$ cat config.mk
export PLATFORM = sky130hd
export DESIGN_NAME = mbist_wgen
export DESIGN_NICKNAME = d
export VERILOG_FILES = /design/src/rtl/mbist_pkg.sv /design/src/rtl/mbist_seed_gen.sv /design/src/rtl/mbist_addr_seq.sv /design/src/rtl/mbist_wgen.sv
export SDC_FILE = /design/constraint.sdc
export NUM_CORES = 1
export LEC_CHECK = 0
export CORE_MARGIN = 2
export CORE_UTILIZATION = 39
export CTS_CLUSTER_DIAMETER = 80
export DETAILED_ROUTE_END_ITERATION = 7
export MAX_ROUTING_LAYER = met4
export PLACE_DENSITY_LB_ADDON = 0.2
export SLEW_MARGIN = 15
export SYNTH_ARGS = -nofsm -noshare
export SYNTH_HDL_FRONTEND = slang
export SYNTH_SLANG_ARGS = --single-unit
$ cat constraint.sdc
create_clock -name clk -period 13.2 [get_ports clk]
set_input_delay 2.64 -clock clk [delete_from_list [all_inputs] [get_ports clk]]
set_output_delay 2.64 -clock clk [all_outputs]
set_load 0.01 [all_outputs]
$ cat src/rtl/mbist_pkg.sv
package mbist_pkg;
  typedef enum logic [1:0] {
    ST_IDLE = 2'd0,
    ST_CMD  = 2'd1,
    ST_DATA = 2'd2
  } mbist_st_e;

  localparam logic [31:0] LCG_MUL = 32'h3141_5979;
  localparam logic [31:0] LCG_ADD = 32'd1;
endpackage

$ cat src/rtl/mbist_seed_gen.sv
module mbist_seed_gen #(
  parameter int DATA_W = 64,
  parameter int IDX_W  = 32
) (
  input  logic [IDX_W-1:0]  idx,
  input  logic              rnd,
  output logic [DATA_W-1:0] word
);
  import mbist_pkg::*;
  localparam int NCH = DATA_W / 32;

  for (genvar c = 0; c < NCH; c++) begin : g_chunk
    logic [31:0] seed;
    logic [31:0] val;
    always_comb begin
      seed = 32'(idx * NCH) + 32'(c);
      val  = rnd ? (seed * LCG_MUL + LCG_ADD) : seed;
    end
    // chunk 0 lands in the top 32 bits
    assign word[DATA_W-1-32*c -: 32] = val;
  end
endmodule

$ cat src/rtl/mbist_addr_seq.sv
module mbist_addr_seq #(
  parameter int BA_W   = 32,
  parameter int ADDR_W = 28,
  parameter int BPW    = 8
) (
  input  logic              clk,
  input  logic              rst_n,
  input  logic              load,
  input  logic              step,
  input  logic [BA_W-1:0]   base_i,
  input  logic [BA_W-1:0]   span_i,
  input  logic [BA_W-1:0]   words_i,
  output logic [ADDR_W-1:0] word_addr,
  output logic [BA_W-1:0]   idx,
  output logic              last
);
  localparam int SH = $clog2(BPW);

  logic [BA_W-1:0] base_q, mask_q, off_q, nw_q;
  logic [BA_W-1:0] byte_addr;

  always_ff @(posedge clk) begin
    if (!rst_n) begin
      base_q <= '0;
      mask_q <= '0;
      off_q  <= '0;
      nw_q   <= '0;
      idx    <= '0;
    end else if (load) begin
      base_q <= base_i;
      mask_q <= span_i - BA_W'(1);
      off_q  <= '0;
      nw_q   <= words_i;
      idx    <= '0;
    end else if (step) begin
      off_q  <= (off_q + BA_W'(BPW)) & mask_q;
      idx    <= idx + BA_W'(1);
    end
  end

  assign byte_addr = base_q + off_q;
  assign word_addr = ADDR_W'(byte_addr >> SH);
  assign last      = (idx == nw_q - BA_W'(1));
endmodule

$ cat src/rtl/mbist_wgen.sv
module mbist_wgen #(
  parameter int DATA_W = 64,
  parameter int BA_W   = 32,
  parameter int ADDR_W = 28
) (
  input  logic                clk,
  input  logic                rst_n,
  input  logic                start,
  input  logic                rand_mode,
  input  logic [BA_W-1:0]     base_addr,
  input  logic [BA_W-1:0]     end_addr,
  input  logic [BA_W-1:0]     run_len,
  output logic                cmd_valid,
  input  logic                cmd_ready,
  output logic                cmd_we,
  output logic [ADDR_W-1:0]   cmd_addr,
  output logic                wdata_valid,
  input  logic                wdata_ready,
  output logic [DATA_W-1:0]   wdata_data,
  output logic [DATA_W/8-1:0] wdata_be,
  output logic                busy,
  output logic                done
);
  import mbist_pkg::*;
  localparam int BPW = DATA_W / 8;
  localparam int SH  = $clog2(BPW);

  mbist_st_e       st_q;
  logic            rnd_q;
  logic            accept, load, step, last;
  logic [BA_W-1:0] words, idx;

  assign words  = run_len >> SH;
  assign accept = start && (st_q == ST_IDLE);
  assign load   = accept;
  assign step   = (st_q == ST_DATA) && wdata_ready;

  always_ff @(posedge clk) begin
    if (!rst_n) begin
      st_q  <= ST_IDLE;
      rnd_q <= 1'b0;
      done  <= 1'b0;
    end else begin
      case (st_q)
        ST_IDLE: if (accept) begin
          rnd_q <= rand_mode;
          if (words == '0) begin
            done <= 1'b1;
          end else begin
            done <= 1'b0;
            st_q <= ST_CMD;
          end
        end
        ST_CMD: if (cmd_ready) st_q <= ST_DATA;
        ST_DATA: if (wdata_ready) begin
          if (last) begin
            st_q <= ST_IDLE;
            done <= 1'b1;
          end else begin
            st_q <= ST_CMD;
          end
        end
        default: st_q <= ST_IDLE;
      endcase
    end
  end

  mbist_addr_seq #(.BA_W(BA_W), .ADDR_W(ADDR_W), .BPW(BPW)) u_seq (
    .clk       (clk),
    .rst_n     (rst_n),
    .load      (load),
    .step      (step),
    .base_i    (base_addr),
    .span_i    (end_addr - base_addr),
    .words_i   (words),
    .word_addr (cmd_addr),
    .idx       (idx),
    .last      (last)
  );

  mbist_seed_gen #(.DATA_W(DATA_W), .IDX_W(BA_W)) u_gen (
    .idx  (idx),
    .rnd  (rnd_q),
    .word (wdata_data)
  );

  assign cmd_valid   = (st_q == ST_CMD);
  assign cmd_we      = 1'b1;
  assign wdata_valid = (st_q == ST_DATA);
  assign wdata_be    = '1;
  assign busy        = (st_q != ST_IDLE);
endmodule

**Yosys cells after proc, flatten, opt, wreduce, memory -nomap -nowiden**

Index checks and enable logic that the tools add are counted.

- Register bits after elaboration: 160
- Latch bits: 0
- Bits in writable memories: 0
- Memory bits (read-only): 0
- Input port bits: 102
- Output and inout port bits: 105
- Word-level logic and storage cells: 52
- Memories: 0

- Add/sub/neg operators: 9
- Multipliers: 2
- Divide/modulo/power cells: 0
- Magnitude comparators: 0
- Equal/unequal tests: 8
- Shift operators: 0
- Mux-type cells: 13
- Bitwise logic cells: 2
- Reductions and logical operators: 10

Operator list:

| cell | count |
|---|---|
| $add A32 B1 Y32 const B | 4 |
| $mux W32 | 2 |
| $add A32 B4 Y32 const B | 1 |
| $and A32 B32 Y32 | 1 |
| $eq A32 B32 Y1 | 1 |
| $logic_not A32 Y1 | 1 |
| $mul A32 B30 Y32 const B | 1 |
| $sub A32 B1 Y32 const B | 1 |
| $sub A32 B32 Y32 | 1 |
| $add A31 B31 Y31 | 1 |
| $mul A31 B30 Y31 const B | 1 |
| $sub A29 B1 Y30 const B | 1 |
| $mux W2 | 4 |
| $reduce_and A4 Y1 | 2 |
| $ne A2 B1 Y1 const B | 3 |
| $pmux W2 S3 | 1 |
| $mux W1 | 5 |
| $ne A2 B2 Y1 const B | 2 |
| $reduce_bool A2 Y1 | 2 |
| $eq A2 B1 Y1 const B | 1 |
| $eq A2 B2 Y1 const B | 1 |
| $logic_and A1 B1 Y1 | 2 |
| $logic_not A2 Y1 | 1 |
| $pmux W1 S2 | 1 |
| 3 further kinds | 3 |

**Longest topological paths before layout**

Gate-level depths: netlist of run 1.

- Word-level depth: 5
- Mapped depth: 28
- Mapped depth without buffers: 27

**Modules after synthesis**

A second synthesis of run 1 with hierarchy kept.

- Cells, all modules: 2569
- Area, all modules: 22834.4 um2

By module, submodules not included:

| module | instances | cells an instance | area an instance (um2) | seq. area each (um2) |
|---|---|---|---|---|
| mbist_seed_gen | 1 | 1226 | 11745.0 | 0.0 |
| mbist_addr_seq | 1 | 1050 | 9031.2 | 3143.0 |
| mbist_wgen | 1 | 293 | 2058.2 | 80.1 |

**Least setup slack after synthesis of run 1**

No wires, ideal clock.

- Path type: register to output
- From: register u_seq.idx[12]
- To: output port wdata_data[28]
- Arrival: 6947 ps
- Required time: 10560 ps
- Setup slack: 3613 ps
- Cell stages (with the launch flop): 24
- Path buffers: 0
- Path through: dfxtp_1 > inv_1 > fa_1 > inv_1 > fa_1 > fa_1 > inv_1 > fa_1 > inv_1 > ha_1 > xnor2_1 > fa_1 > fa_1 > ha_1 > ha_1 > or3_1 > o21ai_0 > a21oi_1 > a31o_2 > a31o_4 > a311oi_4 > o21bai_2 > mux2i_1 > or4_1

- Cells in the longest elaborated chain, start to end: 4

Ends and longest elaborated chain:

| item | line | RTL |
|---|---|---|
| from (decl) | mbist_addr_seq.sv:14 | `output logic [BA_W-1:0] idx,` |
| from (signal assigned) | mbist_addr_seq.sv:37 | `idx <= idx + BA_W'(1);` |
| $add A32 B1 Y32 * | mbist_seed_gen.sv:16 | `seed = 32'(idx * NCH) + 32'(c);` |
| $mul A32 B30 Y32 | mbist_seed_gen.sv:17 | `val = rnd ? (seed * LCG_MUL + LCG_ADD) : seed;` |
| $add A32 B1 Y32 | mbist_seed_gen.sv:17 |  |
| $mux W32 * | mbist_seed_gen.sv:17 |  |
| to (decl) | mbist_wgen.sv:19 | `output logic [DATA_W-1:0] wdata_data,` |

Every way passes the cells marked *; elsewhere a longest branch is shown, timed or not.

**Worst setup path in the final report of run 1**

- From: register u_seq.idx[10]
- To: output port wdata_data[31]

Same word-level chain as after synthesis.

==> results of run 1 <==
==> final timing paths <==
check / endpoint / slack (ns) / from
min reg2reg: u_seq.mask_q[30]$_SDFFE_PN0P_ / 0.45 / u_seq.mask_q[30]$_SDFFE_PN0P_
max: wdata_data[31] / 1.69 / u_seq.idx[10]$_SDFFE_PP0P_
min: u_seq.mask_q[30]$_SDFFE_PN0P_ / 0.45 / u_seq.mask_q[30]$_SDFFE_PN0P_
max reg2reg: u_seq.idx[30]$_SDFFE_PP0P_ / 9.80 / u_seq.idx[0]$_SDFFE_PP0P_
==> per-stage QoR <==
step	hold slack (ns)	cell area, µm²	worst slack (ns)
2_1_floorplan	0.420	22000	3.61
3_3_place_gp	0.433	24700	2.17
3_5_place_dp	0.443	24700	2.04
4_1_cts	0.452	25300	1.55
5_1_grt	0.466	25300	1.37
6_report	0.452	25300	1.69
==> sequential cells by signal, indices dropped and copies added (netlist names) <==
register / count
rnd_q: 1
u_seq.nw_q: 29
u_seq.idx: 32
st_q: 2
u_seq.base_q: 31
u_seq.off_q: 31
done: 1
u_seq.mask_q: 31
==> area by class of cell <==
cell class / count / area, µm² / share of cell area
diodes: 1 / 2.50 / 0.0000990
clock buffers: 21 / 460 / 0.0182
clock inverters: 10 / 164 / 0.00648
inverters: 371 / 1390 / 0.0551
multi-input cells: 1929 / 17100 / 0.677
flip-flops and latches: 158 / 3170 / 0.125
well taps: 748 / 936 / 0.0370
repair buffers: 210 / 2050 / 0.0812
==> worst register-to-register path, cell delays in order, from the launching register on <==
cell     delay, ns
dfxtp_1       0.32
buf_4         0.36
ha_1          0.47
nand3_1       0.14
nor2_2        0.21
and4_1        0.33
nand3_1       0.24
nor2_2        0.23
and4_1        0.29
nand4_1       0.19
or3_1         0.40
a21oi_1       0.14
==> placed cells by master, fill, tap and decap left out, types with 24 or more instances in the layout <==
cell | Yosys | layout
inv_1 | 371 | 371
ha_1 | 366 | 366
nand2_1 | 257 | 257
fa_1 | 216 | 216
clkdlybuf4s50_1 | 0 | 191
xnor2_1 | 164 | 164
dfxtp_1 | 158 | 157
nor2_1 | 136 | 135
o21ai_0 | 134 | 134
a21oi_1 | 104 | 104
xor2_1 | 71 | 71
a21boi_0 | 68 | 68
a21o_1 | 45 | 45
nand3_1 | 38 | 38
nor3_1 | 30 | 30
nor2b_1 | 25 | 25
and3_1 | 24 | 24
==> power groups by stage <==
stage	Combinational, µW	Clock [µW]	Sequential, µW
after global routing	342	563	523
after CTS	310	545	520
after floorplan	201	0	524
after global placement	304	0	530
final	309	534	520
after detailed placement	308	0	531
==> logic make-up (layout without fill, tap and decap cells) <==
logic type / count (synthesis) / after routing / synth area share
compound gates: 464 / 464 / 0.137
buf+inv: 442 / 612 / 0.0778
simple gates: 627 / 627 / 0.135
xor+xnor: 235 / 235 / 0.0938
flops: 158 / 158 / 0.144
fa+ha+maj: 582 / 582 / 0.406
other cells: 1 / 10 / 0.000171
mux: 12 / 12 / 0.00576
==> layer usage <==
| layer | up-vias | share of wire |
|---|---|---|
| li1 | 8666 | - |
| met4 | 0 | 0.021 |
| met2 | 353 | 0.49 |
| met1 | 8489 | 0.46 |
| met5 | - | 0 |
| met3 | 70 | 0.032 |
==> impl_metrics.prom, run 1 <==
# TYPE chip_impl_metric gauge
chip_impl_metric{name="cts_hold_repair_buffers",unit=""} 0
chip_impl_info{name="synth-main-ff-cell",value="dfxtp_1"} 1
chip_impl_metric{name="maximum_number_of_pins_on_one_net_before_global_route_repair",unit=""} 91
chip_impl_metric{name="initial_utilization",unit=""} 0.397
chip_impl_metric{name="global_route.overflow_total",unit=""} 0
chip_impl_info{name="critPathMostFrequentCell",value="fa_1"} 1
chip_impl_info{name="synth_area_leader_cell",value="ha_1"} 1
chip_impl_metric{name="wl_per_cell",unit="µm"} 17.6
chip_impl_metric{name="worst_ep_required",unit="ns"} 10.56
chip_impl_metric{name="async_flop_share",unit=""} 0
chip_impl_metric{name="drive_gt1_frac",unit=""} 0.0333
chip_impl_metric{name="worst_pin_slew",unit="ns"} 1.01
chip_impl_metric{name="detailed_place_hpwl",unit="mm"} 50.1
chip_impl_metric{name="total_via_count_after_detailed_routing",unit=""} 17600
chip_impl_metric{name="groute.layer.met1.usage",unit=""} 0.274
chip_impl_metric{name="fin_skew",unit="ns"} 0.0126
chip_impl_info{name="ctsRootBufferMaster",value="clkbuf_16"} 1
chip_impl_metric{name="synth_enable_flop_cells",unit=""} 0
chip_impl_metric{name="clock_path_buffers",unit=""} 2
chip_impl_info{name="rsz0062_at_grt",value="no"} 1
chip_impl_metric{name="die-height",unit="µm"} 241
chip_impl_metric{name="clk_pin_slew",unit="ns"} 0.07
chip_impl_metric{name="numCtsBuffers",unit=""} 17
chip_impl_metric{name="totalPowerFinal",unit="µW"} 1360
chip_impl_metric{name="clock-sinks",unit=""} 158
chip_impl_metric{name="slew_headroom",unit=""} 0.325
chip_impl_metric{name="final-instance-count-excl-fill",unit=""} 3448
chip_impl_info{name="hp-class",value="flip-flop to flip-flop"} 1
chip_impl_metric{name="report.final.hold_viol_count",unit=""} 0
chip_impl_info{name="crit_path_start_kind",value="flip-flop"} 1
chip_impl_metric{name="sw_pwr",unit="µW"} 396
chip_impl_metric{name="drt_iter0_drc",unit=""} 886
chip_impl_metric{name="h-tree-depth",unit=""} 4
chip_impl_metric{name="finalMaxSlewViolations",unit=""} 0
chip_impl_metric{name="clkLatencyLatePin",unit="ns"} 0.43
chip_impl_metric{name="avgSynthCellArea",unit="µm²"} 8.70
chip_impl_metric{name="die_area",unit="mm²"} 0.0582
chip_impl_metric{name="placed_cells",unit=""} 3416
chip_impl_metric{name="number_of_antenna_violations_at_the_first_check_in_global_routing",unit=""} 1
chip_impl_metric{name="worst_ep_arrival_time",unit="ns"} 8.87
chip_impl_metric{name="switching_share",unit=""} 0.290
chip_impl_metric{name="seqPwrFrac",unit=""} 0.382
chip_impl_metric{name="post-cts-setup-buffers",unit=""} 0
chip_impl_metric{name="syn_to_final_growth",unit="%"} 15.2
chip_impl_info{name="synth.area.top_cells",value="ha_1, fa_1, dfxtp_1, xnor2_1, inv_1"} 1
chip_impl_metric{name="antenna_violating_nets_post_route",unit=""} 0
chip_impl_metric{name="top_level_ports",unit=""} 207
chip_impl_metric{name="max_freq",unit="MHz"} 86.9
chip_impl_metric{name="globalplace.congestion",unit=""} 0.900
chip_impl_metric{name="drcViolationCount",unit=""} 0
chip_impl_metric{name="final_util",unit=""} 0.457
chip_impl_metric{name="groute.layer.met3.usage",unit=""} 0.0180
chip_impl_info{name="post-synth-top-count-cell",value="inv_1"} 1
chip_impl_metric{name="setup_viol",unit=""} 0
chip_impl_metric{name="chipWidth",unit="µm"} 241
chip_impl_metric{name="cp.buffers_inverters",unit=""} 6
chip_impl_metric{name="flop_and_latch_count_out_of_synthesis",unit=""} 158
chip_impl_metric{name="grt_pass1_wl",unit="mm"} 94.8
chip_impl_metric{name="yosysTopAreaCellShare",unit=""} 0.209
chip_impl_info{name="clock_tree_from_tritoncts",value="built"} 1
chip_impl_metric{name="timing.setup.tns",unit="ns"} 0
chip_impl_metric{name="netlist_area",unit="mm²"} 0.0219
chip_impl_info{name="critical-path-slowest-cell",value="dfxtp_1"} 1
chip_impl_info{name="worstSetupEndpointType",value="output pin"} 1
chip_impl_metric{name="min_delay_path_depth",unit=""} 2
chip_impl_metric{name="reg2reg_depth",unit=""} 11
chip_impl_metric{name="globalRouteMet2Util",unit=""} 0.370
chip_impl_metric{name="vdd.ir_drop.worst",unit="µV"} 75.5
chip_impl_metric{name="drtPass1Iterations",unit=""} 6
chip_impl_info{name="outcome",value="complete, no violations"} 1
chip_impl_metric{name="final_period_minus_worst_setup_slack",unit="ns"} 11.51
chip_impl_metric{name="routed_wirelength",unit="mm"} 60.5
chip_impl_metric{name="power.share.combinational",unit=""} 0.227
chip_impl_metric{name="power.clock.fraction",unit=""} 0.392
chip_impl_metric{name="placement.io_buffers",unit=""} 192
chip_impl_metric{name="grt_pass1_vias",unit=""} 17900
chip_impl_info{name="commonest_cells_in_the_synthesized_netlist",value="inv_1, ha_1, nand2_1"} 1
chip_impl_metric{name="row_count",unit=""} 86
chip_impl_metric{name="cp.depth",unit=""} 26
chip_impl_metric{name="netlist_instances",unit=""} 2521
chip_impl_metric{name="drt-vias-per-instance",unit=""} 5.10
chip_impl_metric{name="finalCritPeriodShare",unit=""} 0.872
chip_impl_metric{name="synth-seq-area-share",unit=""} 0.144
chip_impl_info{name="grt_most_used_layer",value="met2"} 1
chip_impl_metric{name="layout.nets",unit=""} 3371
chip_impl_metric{name="power_density",unit="mW/mm²"} 53.9
chip_impl_metric{name="core_area",unit="mm²"} 0.0553
chip_impl_metric{name="yosysWarningCount",unit=""} 0
chip_impl_metric{name="grtUsageTotal",unit=""} 0.216
chip_impl_metric{name="worstPathMaxFanout",unit=""} 9
chip_impl_info{name="crit_type",value="flip-flop to output pin"} 1
chip_impl_metric{name="static-leakage-power",unit="µW"} 0.0128
chip_impl_metric{name="cpPeakStageDelay",unit="ns"} 0.73
chip_impl_metric{name="internal-power",unit="µW"} 967
chip_impl_metric{name="num-fill-cells",unit=""} 5458
chip_impl_info{name="cpLargestDelayFamily",value="adder cells"} 1
chip_impl_metric{name="post_synth_num_cell_types",unit=""} 88
chip_impl_metric{name="post_cts_resized",unit=""} 0
chip_impl_metric{name="max_cap_viol_count",unit=""} 0
No activity file was read; power rests on OpenSTA's default activity.
==> inputs of run 2 (changes only) <==
--- a/config.mk
+++ b/config.mk
@@ -7,7 +7,6 @@
 export LEC_CHECK = 0
 export CORE_MARGIN = 2
 export CORE_UTILIZATION = 39
-export CTS_CLUSTER_DIAMETER = 80
 export DETAILED_ROUTE_END_ITERATION = 7
 export MAX_ROUTING_LAYER = met4
 export PLACE_DENSITY_LB_ADDON = 0.2
==> results of run 2 <==
Same layout as run 1: the final DEF is identical, and so are final timing and power.
